<file path="src/rtl/wt_pkg.sv">
package wt_pkg;
  localparam int DATA_W  = 32;
  localparam int ADDR_W  = 3;
  localparam int PRE_LSB = 8;
  localparam int IRQ_BIT = 0;

  typedef enum logic [ADDR_W-1:0] {
    A_CTRL    = 3'd0,
    A_THRESH  = 3'd1,
    A_COUNT   = 3'd2,
    A_CAUSE   = 3'd3,
    A_ISTATE  = 3'd4,
    A_IENABLE = 3'd5,
    A_ITEST   = 3'd6
  } wt_addr_e;
endpackage

</file>
<file path="src/rtl/wt_prescale.sv">
module wt_prescale #(
  parameter int PRE_W = 12
) (
  input  logic             clk,
  input  logic             rst,
  input  logic             en,
  input  logic [PRE_W-1:0] pre,
  output logic             tick
);
  logic [PRE_W-1:0] div_q;

  assign tick = en && (div_q >= pre);

  always_ff @(posedge clk) begin
    if (rst || !en)  div_q <= '0;
    else if (tick)   div_q <= '0;
    else             div_q <= div_q + 1'b1;
  end

  assert_idle_div_R3: assert property (@(posedge clk) disable iff (rst)
    !en |=> (div_q == '0));
  assert_no_early_tick_R3: assert property (@(posedge clk) disable iff (rst)
    ($rose(en) && pre != '0) |-> !tick);
endmodule

</file>
<file path="src/rtl/wt_counter.sv">
module wt_counter #(
  parameter int CNT_W = 32
) (
  input  logic             clk,
  input  logic             rst,
  input  logic             en,
  input  logic             tick,
  input  logic             load,
  input  logic [CNT_W-1:0] load_val,
  input  logic [CNT_W-1:0] thresh,
  output logic [CNT_W-1:0] count,
  output logic             hit
);
  always_ff @(posedge clk) begin
    if (rst)       count <= '0;
    else if (load) count <= load_val;
    else if (tick) count <= count + 1'b1;
  end

  assign hit = en && (count >= thresh);

  assert_freeze_R3: assert property (@(posedge clk) disable iff (rst)
    (!en && !load) |=> $stable(count));
  assert_step_R2: assert property (@(posedge clk) disable iff (rst)
    (en && !load) |=> (count == $past(count) || count == $past(count) + 1'b1));
  assert_load_R4: assert property (@(posedge clk) disable iff (rst)
    load |=> (count == $past(load_val)));
endmodule

</file>
<file path="src/rtl/wt_irq.sv">
module wt_irq (
  input  logic clk,
  input  logic rst,
  input  logic hit,
  input  logic cause_wr,
  input  logic cause_bit,
  input  logic state_wr,
  input  logic state_bit,
  input  logic ie_wr,
  input  logic ie_bit,
  input  logic test_wr,
  input  logic test_bit,
  output logic cause,
  output logic state,
  output logic ie,
  output logic irq
);
  logic state_set, state_clr, cause_clr;

  assign state_set = hit || (test_wr && test_bit);
  assign state_clr = state_wr && state_bit;
  assign cause_clr = cause_wr && !cause_bit;

  always_ff @(posedge clk) begin
    if (rst) begin
      cause <= 1'b0;
      state <= 1'b0;
      ie    <= 1'b0;
      irq   <= 1'b0;
    end else begin
      if (hit)            cause <= 1'b1;
      else if (cause_clr) cause <= 1'b0;
      if (state_set)      state <= 1'b1;
      else if (state_clr) state <= 1'b0;
      if (ie_wr)          ie <= ie_bit;
      irq <= state && ie;
    end
  end

  assert_event_R6: assert property (@(posedge clk) disable iff (rst)
    hit |=> (state && cause));
  assert_cause_hold_R7: assert property (@(posedge clk) disable iff (rst)
    (cause && !cause_clr) |=> cause);
  assert_state_hold_R8: assert property (@(posedge clk) disable iff (rst)
    (state && !state_clr) |=> state);
  assert_test_sets_R9: assert property (@(posedge clk) disable iff (rst)
    (test_wr && test_bit) |=> state);
  assert_irq_lag_R10: assert property (@(posedge clk) disable iff (rst)
    1'b1 |=> (irq == $past(state && ie)));
endmodule

</file>
<file path="src/rtl/wake_timer.sv">
module wake_timer #(
  parameter int PRE_W = 12
) (
  input  logic        clk,
  input  logic        rst,
  input  logic        reg_valid,
  input  logic        reg_write,
  input  logic [2:0]  reg_addr,
  input  logic [31:0] reg_wdata,
  output logic [31:0] reg_rdata,
  output logic        wake_irq,
  output logic        wake_cause
);
  import wt_pkg::*;

  localparam int PRE_HI = PRE_LSB + PRE_W;

  logic             en_q;
  logic [PRE_W-1:0] pre_q;
  logic [31:0]      thresh_q;
  logic [31:0]      count;
  logic             tick, hit, state, ie;
  logic             wr_ctrl, wr_thresh, wr_count, wr_cause;
  logic             wr_state, wr_ie, wr_test;
  logic [31:0]      rd_mux;

  initial begin
    if (PRE_HI > DATA_W) $error("PRE_W too wide for the control register");
  end

  always_comb begin
    wr_ctrl   = 1'b0; wr_thresh = 1'b0; wr_count = 1'b0; wr_cause = 1'b0;
    wr_state  = 1'b0; wr_ie     = 1'b0; wr_test  = 1'b0;
    if (reg_valid && reg_write) begin
      case (wt_addr_e'(reg_addr))
        A_CTRL:    wr_ctrl   = 1'b1;
        A_THRESH:  wr_thresh = 1'b1;
        A_COUNT:   wr_count  = 1'b1;
        A_CAUSE:   wr_cause  = 1'b1;
        A_ISTATE:  wr_state  = 1'b1;
        A_IENABLE: wr_ie     = 1'b1;
        A_ITEST:   wr_test   = 1'b1;
        default:   ;
      endcase
    end
  end

  always_ff @(posedge clk) begin
    if (rst) begin
      en_q     <= 1'b0;
      pre_q    <= '0;
      thresh_q <= '0;
    end else begin
      if (wr_ctrl) begin
        en_q  <= reg_wdata[0];
        pre_q <= reg_wdata[PRE_LSB +: PRE_W];
      end
      if (wr_thresh) thresh_q <= reg_wdata;
    end
  end

  wt_prescale #(.PRE_W(PRE_W)) u_pre (
    .clk(clk), .rst(rst), .en(en_q), .pre(pre_q), .tick(tick)
  );

  wt_counter #(.CNT_W(DATA_W)) u_cnt (
    .clk(clk), .rst(rst), .en(en_q), .tick(tick), .load(wr_count),
    .load_val(reg_wdata), .thresh(thresh_q), .count(count), .hit(hit)
  );

  wt_irq u_irq (
    .clk(clk), .rst(rst), .hit(hit),
    .cause_wr(wr_cause), .cause_bit(reg_wdata[0]),
    .state_wr(wr_state), .state_bit(reg_wdata[IRQ_BIT]),
    .ie_wr(wr_ie), .ie_bit(reg_wdata[IRQ_BIT]),
    .test_wr(wr_test), .test_bit(reg_wdata[IRQ_BIT]),
    .cause(wake_cause), .state(state), .ie(ie), .irq(wake_irq)
  );

  always_comb begin
    rd_mux = '0;
    case (wt_addr_e'(reg_addr))
      A_CTRL: begin
        rd_mux[0] = en_q;
        rd_mux[PRE_LSB +: PRE_W] = pre_q;
      end
      A_THRESH:  rd_mux = thresh_q;
      A_COUNT:   rd_mux = count;
      A_CAUSE:   rd_mux[0] = wake_cause;
      A_ISTATE:  rd_mux[IRQ_BIT] = state;
      A_IENABLE: rd_mux[IRQ_BIT] = ie;
      default:   rd_mux = '0;
    endcase
  end

  always_ff @(posedge clk) begin
    if (rst)                         reg_rdata <= '0;
    else if (reg_valid && !reg_write) reg_rdata <= rd_mux;
  end

  assert_ctrl_mask_R5: assert property (@(posedge clk) disable iff (rst)
    wr_ctrl |=> (pre_q == $past(reg_wdata[PRE_LSB +: PRE_W])));
endmodule

</file>
<file path="config.mk">
export PLATFORM = sky130hd
export DESIGN_NAME = wake_timer
export DESIGN_NICKNAME = d
export VERILOG_FILES = /design/src/rtl/wt_pkg.sv /design/src/rtl/wt_prescale.sv /design/src/rtl/wt_counter.sv /design/src/rtl/wt_irq.sv /design/src/rtl/wake_timer.sv
export SDC_FILE = /design/constraint.sdc
export NUM_CORES = 1
export LEC_CHECK = 0
export BUFFER_PORTS_ARGS = -buffer_cell sky130_fd_sc_hd__buf_2
export CAP_MARGIN = 10
export CORE_AREA = 5 5 122 124
export DETAILED_ROUTE_END_ITERATION = 6
export DIE_AREA = 0 0 127 129
export GPL_ROUTABILITY_DRIVEN = 0
export PLACE_DENSITY = 0.66
export SYNTH_ARGS = -nofsm -noshare
export SYNTH_HDL_FRONTEND = slang
export SYNTH_SLANG_ARGS = --single-unit
export TNS_END_PERCENT = 20
</file>
<file path="constraint.sdc">
create_clock -name clk -period 3.3 [get_ports clk]
set_input_delay 0.495 -clock clk [delete_from_list [all_inputs] [get_ports clk]]
set_output_delay 0.495 -clock clk [all_outputs]
set_load 0.05 [all_outputs]
</file>
Word level (Yosys, flattened, before mapping). Cells that the tools add are included.

Add/sub/neg operators: 2. Order comparisons: 2. Eq/ne operators: 6. Muxes and demuxes: 24. Reduce and logical (&&, ||, !) cells: 18.

Operators with widths (count): 32-bit two-way mux (2); 12-bit case mux with 3 select lines (1); 32-bit by 1-bit adder with 32-bit output (second input constant) (1); 32-bit greater-or-equal comparator (1); 12-bit case mux with 2 select lines (1); 1-bit two-way mux (18); 7-bit case mux with 2 select lines (1); 12-bit by 1-bit adder with 12-bit output (second input constant) (1); 12-bit greater-or-equal comparator (1); 3-bit equality test (second input constant) (3); 1-bit logical AND (8); 3-bit by 2-bit equality test with 1-bit output (second input constant) (2); 1-bit case mux with 6 select lines (1); 2-bit nonzero test (3); 3-bit by 1-bit equality test with 1-bit output (second input constant) (1); 1-bit zero test (3); 3-bit zero test (1); 1-bit logical OR (2); 2-bit OR reduction (1).

Register bits: 125. Bits of input ports: 39. Output and inout bits: 34. Logic and storage cells: 62.

Logic depth before layout (Yosys ltp).
Depth after elaboration: 6. Gate-level depth with buffers: 9. Mapped depth without buffers: 8.

Cells and area by module. A second synthesis with hierarchy kept.

Cell total of the unflattened synthesis: 821. Area total of the unflattened synthesis: 6804.0 um^2.

By module, submodules not included: wake_timer (instances 1, cells an instance 379, area an instance 3240.6 um^2); wt_counter (instances 1, cells an instance 330, area an instance 2537.4 um^2); wt_prescale (instances 1, cells an instance 98, area an instance 887.1 um^2); wt_irq (instances 1, cells an instance 14, area an instance 138.9 um^2).

Worst setup path before layout. Ideal clock, no wire load.

Path kind: reg-to-reg. From: reg pre_q[11]. To: reg u_cnt.count[5]. Arrival time: 2.255 ns. Required time: 3.214 ns. Path slack: 0.960 ns. Stages on the path, launching flop included: 10. Path buffers: 1. Clock period less this slack: 2.340 ns. Cell sequence: dfxtp_1 > inv_1 > ha_1 > a21oi_1 > o21ai_1 > a22oi_1 > clkbuf_1 > a21oi_1 > xnor2_1 > a211oi_1.

Cells in the longest elaborated chain, start to end: 3.

RTL lines: start: declaration (line wake_timer.sv:19) `logic [PRE_W-1:0] pre_q;`; start signal: assignment (line wake_timer.sv:56) `pre_q <= reg_wdata[PRE_LSB +: PRE_W];`; 12-bit greater-or-equal comparator (line wt_prescale.sv:12) `assign tick = en && (div_q >= pre);`; 1-bit logical AND (line wt_prescale.sv:12); 2-bit nonzero test (no source line); end signal: assignment (line wt_counter.sv:16) `else if (load) count <= load_val;`; end signal: assignment (line wt_counter.sv:17) `else if (tick) count <= count + 1'b1;`; end: declaration (line wt_counter.sv:11) `output logic [CNT_W-1:0] count,`.

Every way passes these cells. A chain may end at the register's enable or synchronous reset.

Final worst setup path.
From: reg pre_q[11]. To: reg u_cnt.count[31].

The elaborated chain is that of the path after synthesis.

==> results.env <==
STATUS='finished clean'
CP.REQUIRED_NS=3.57
INITIAL_ANTENNA_VIOLATION_COUNT=0
MAX_FREQ_MHz=396
WORST_VOLTAGE_DROP_ACROSS_THE_VDD_GRID_uV=387
INITIAL_UTILIZATION=0.488
CTS_BUFS_INSERTED=17
CLOCK_SINK_COUNT=125
SLOWEST_STAGE_CELL_CRIT_PATH='sky130_fd_sc_hd__nor3_1'
POST-ROUTE-MIN-PERIOD_NS=2.52
TIMING_WORST_SETUP_PATH_TYPE='reg2reg'
YS_SEQ_AREA_FRAC=0.376
WORST-PATH-STAGES=9
GRT_OVERFLOW=0
YOSYSWARNINGS=0
FP.DIEH_UM=129
PLACE.PORT_BUFFERS=72
YOSYS_REGISTER_BITS=125
WORSTSKEWPAIRLATENCY_NS=0.42
DRC_ERRORS=0
CORE_REGION_AREA_UM2=13700
NET_COUNT_AFTER_SYNTHESIS=918
MAXIMUM_NUMBER_OF_PINS_ON_ONE_NET_BEFORE_GLOBAL_ROUTE_REPAIR=71
TIMING.HOLD.WORST.CLASS='in2reg'
SLEW_HEADROOM=0.364
SHARE_OF_CELLS_ABOVE_DRIVE_STRENGTH_1=0.146
ANTENNA-DIODE-COUNT=0
FINAL_NET_COUNT=976
STATIC_LEAK_uW=0.00295
ROOT_BUFFER='sky130_fd_sc_hd__clkbuf_16'
VIA_COUNT_OF_THE_FIRST_GLOBAL_ROUTING_PASS=5754
TIMING.CRITICAL_PATH.BUF_INV=2
HOLD_PATH_DEPTH=3
RSZ0062_AT_GRT='no'
DRT_ITER0_DRC=479
WORST_CLOCK_SKEW_NS=0.00761
FFS_W_ASYNC_S_R_SYNTH=0
SETUP.WORST_PATH.START_CLASS='register'
CLKTRANSATPATHREGS_NS=0.06
DRT_FIRST_PASS_ITERS=5
WORSTPATHCELLLIST='inv_1 > ha_1 > nand4_1 > nor3_1 > nand4_2 > buf_4 > a2111oi_4 > xnor2_1 > a211oi_2'
HOLD_VIOL_FINAL=0
MAX-CAP-VIOLATIONS=0
PATH_MAX_FANOUT=15
CTSLONGESTPATHBUFFERS=2
CRITICAL_PATH.MAX_STAGE_DELAY_NS=0.41
POWER_DENSITY_nW_PER_UM2=490
SYNTH_CELL_TYPES=42
TOTALWIRELENGTH_UM=18400
DETAIL-ROUTE-ANTENNA-NETS=0
DR_TOTAL_VIAS=5995
WORSTREGTOREGCELLS=9
FINAL_CELLS=1084
POST-ROUTE-PERIOD-UTIL=0.765
POST_CTS.REPAIR.SETUP_BUFFERS=0
DIE-AREA_UM2=16400
SLEW_VIOLATIONS=0
DP.FINAL_HPWL_UM=12500
NUMBER_OF_SYNTHESIZED_FLOPS_WITH_AN_ENABLE_PIN=0
TRITONCTS_CLOCK_TREE='yes'
FILLER_CELL_COUNT=1286
GRT_PASS1_WL_UM=30000
DRT-WIRELENGTH-PER-CELL_UM=17.0
ENDPOINT_KIND='register'
CORE.ROWCOUNT=43
SYNTH_AREA_UM2=6660
WORST-SLEW-PIN-TRANSITION_NS=0.954
SYNTH_FF_TYPE='sky130_fd_sc_hd__dfxtp_1'
REPORT.FINAL.SETUP_VIOL=0
IO-PIN-COUNT=73
CTS-HOLD-FIX-BUFFERS=0
SYN2LAYOUT_AREA_GROWTH_PCT=17.3
SYN_INST=833
FP.DIEW_UM=127
VIA_PER_INST=5.53
GLOBALROUTETOTALUTIL=0.231
SETUP.REG_TO_REG.WORST_SLACK_NS=0.78
HTREE_NUM_LEVELS=4
SETUP_TOTAL_NEGATIVE_SLACK_NS=0
NUMPLACEDINSTANCES=1052
SYN_AREA_PER_CELL_UM2=8.00
CRIT_ARRIVAL_NS=2.79
CP_TOP_FAMILY='simple AND/OR/NAND/NOR gates'
POSTCTSRESIZEDCELLS=0
FIN_UTIL=0.572
## worst reg2reg max path, cell delays in order (launching register included)
cell	delay, ns
sky130_fd_sc_hd__dfxtp_1	0.35
sky130_fd_sc_hd__inv_1	0.06
sky130_fd_sc_hd__ha_1	0.31
sky130_fd_sc_hd__nand4_1	0.22
sky130_fd_sc_hd__nor3_1	0.41
sky130_fd_sc_hd__nand4_2	0.13
sky130_fd_sc_hd__buf_4	0.25
sky130_fd_sc_hd__a2111oi_4	0.39
sky130_fd_sc_hd__xnor2_1	0.17
sky130_fd_sc_hd__a211oi_2	0.09
## flip-flops by register name, indices dropped and copies added (netlist names)
name         cells
u_pre.div_q     12
u_irq.cause      1
reg_rdata       32
en_q             1
thresh_q        32
pre_q           12
u_irq.irq        1
u_irq.state      1
u_cnt.count     32
u_irq.ie         1
## power breakdown
part	internal (uW)	switching, uW
Sequential	1540	26.7
Clock	1280	661
Combinational	101	216
## stage by stage
step | hold slack (ns) | power, uW | cell area [um2] | setup WS (ns)
6_report | 0.321 | 3830 | 7820 | 0.777
2_1_floorplan | 0.420 | 1800 | 6660 | 0.960
5_1_grt | 0.323 | 3970 | 7820 | 0.609
3_5_place_dp | 0.441 | 1920 | 7200 | 0.875
4_1_cts | 0.305 | 3860 | 7820 | 0.834
3_3_place_gp | 0.445 | 1910 | 7200 | 0.898
## placed cells by master, fill, tap and decap left out, types with 2 or more instances in the layout
cell,count
sky130_fd_sc_hd__nand2_1,132
sky130_fd_sc_hd__dfxtp_1,125
sky130_fd_sc_hd__nor2_1,89
sky130_fd_sc_hd__a21oi_1,83
sky130_fd_sc_hd__buf_2,71
sky130_fd_sc_hd__inv_1,55
sky130_fd_sc_hd__ha_1,46
sky130_fd_sc_hd__a211oi_1,37
sky130_fd_sc_hd__xnor2_1,35
sky130_fd_sc_hd__nor3_1,24
sky130_fd_sc_hd__o21ai_0,21
sky130_fd_sc_hd__a221oi_1,19
sky130_fd_sc_hd__clkbuf_16,17
sky130_fd_sc_hd__buf_4,17
sky130_fd_sc_hd__nand4_1,15
sky130_fd_sc_hd__mux2i_1,15
sky130_fd_sc_hd__nand3_1,14
sky130_fd_sc_hd__a22oi_1,14
sky130_fd_sc_hd__and3_1,7
sky130_fd_sc_hd__nor2b_1,7
sky130_fd_sc_hd__xor2_1,6
sky130_fd_sc_hd__nand2b_1,5
sky130_fd_sc_hd__clkbuf_8,5
sky130_fd_sc_hd__a21o_1,4
sky130_fd_sc_hd__a211oi_2,4
sky130_fd_sc_hd__clkbuf_1,4
sky130_fd_sc_hd__bufinv_16,3
sky130_fd_sc_hd__clkinv_2,3
sky130_fd_sc_hd__o21ai_1,2
sky130_fd_sc_hd__nand4_2,2
sky130_fd_sc_hd__nand4_4,2
sky130_fd_sc_hd__a2111oi_4,2
sky130_fd_sc_hd__a21boi_1,2
## final cells by class
type | instances | area, um2 | share of cell area
inverters | 55 | 206 | 0.0264
repair buffers | 88 | 483 | 0.0618
well taps | 180 | 225 | 0.0288
flip-flops and latches | 125 | 2500 | 0.320
clock buffers | 26 | 509 | 0.0652
multi-input cells | 604 | 3780 | 0.484
clock inverters | 6 | 105 | 0.0134
## final timing paths
check	from	end
max	pre_q[11]	u_cnt.count[31]
min	reg_wdata[6]	thresh_q[6]
min reg2reg	u_irq.state	u_irq.irq
max reg2reg	pre_q[11]	u_cnt.count[31]
## layer usage
metal,vias up,track usage,part of all wire
met4,0,0.0782,0.018
met1,2796,0.298,0.46
met2,160,0.382,0.47
met5,-,0,0
met3,26,0.0519,0.049
li1,3013,-,-
## logic make-up (layout without fill, tap and decap cells)
logic type      after synthesis  in the layout  synth area share
flops                       125            125             0.376
xor+xnor                     41             41            0.0539
compound gates              196            196             0.196
fa+ha+maj                    46             46            0.0864
buf+inv                     104            175            0.0586
mux                          16             16            0.0242
simple gates                305            305             0.205
## Yosys cell counts, drive strengths merged, types with 2 or more instances
master,number,share of area
ha,46,0.086
nor4,3,0.0051
nor2b,8,0.0075
inv,55,0.031
nand2,132,0.074
a221oi,19,0.025
xor2,6,0.0079
nand2b,5,0.0047
nor3,24,0.018
o21ai,23,0.017
a22oi,14,0.016
clkbuf,48,0.027
a21boi,4,0.0051
xnor2,35,0.046
mux2i,15,0.023
and3,7,0.0066
nand3,15,0.011
nand4,19,0.024
a2111oi,2,0.0083
nor2,89,0.050
a21o,4,0.0045
a211oi,41,0.049
a21oi,83,0.062
dfxtp,125,0.38
Power figures use the tool's default switching activity.
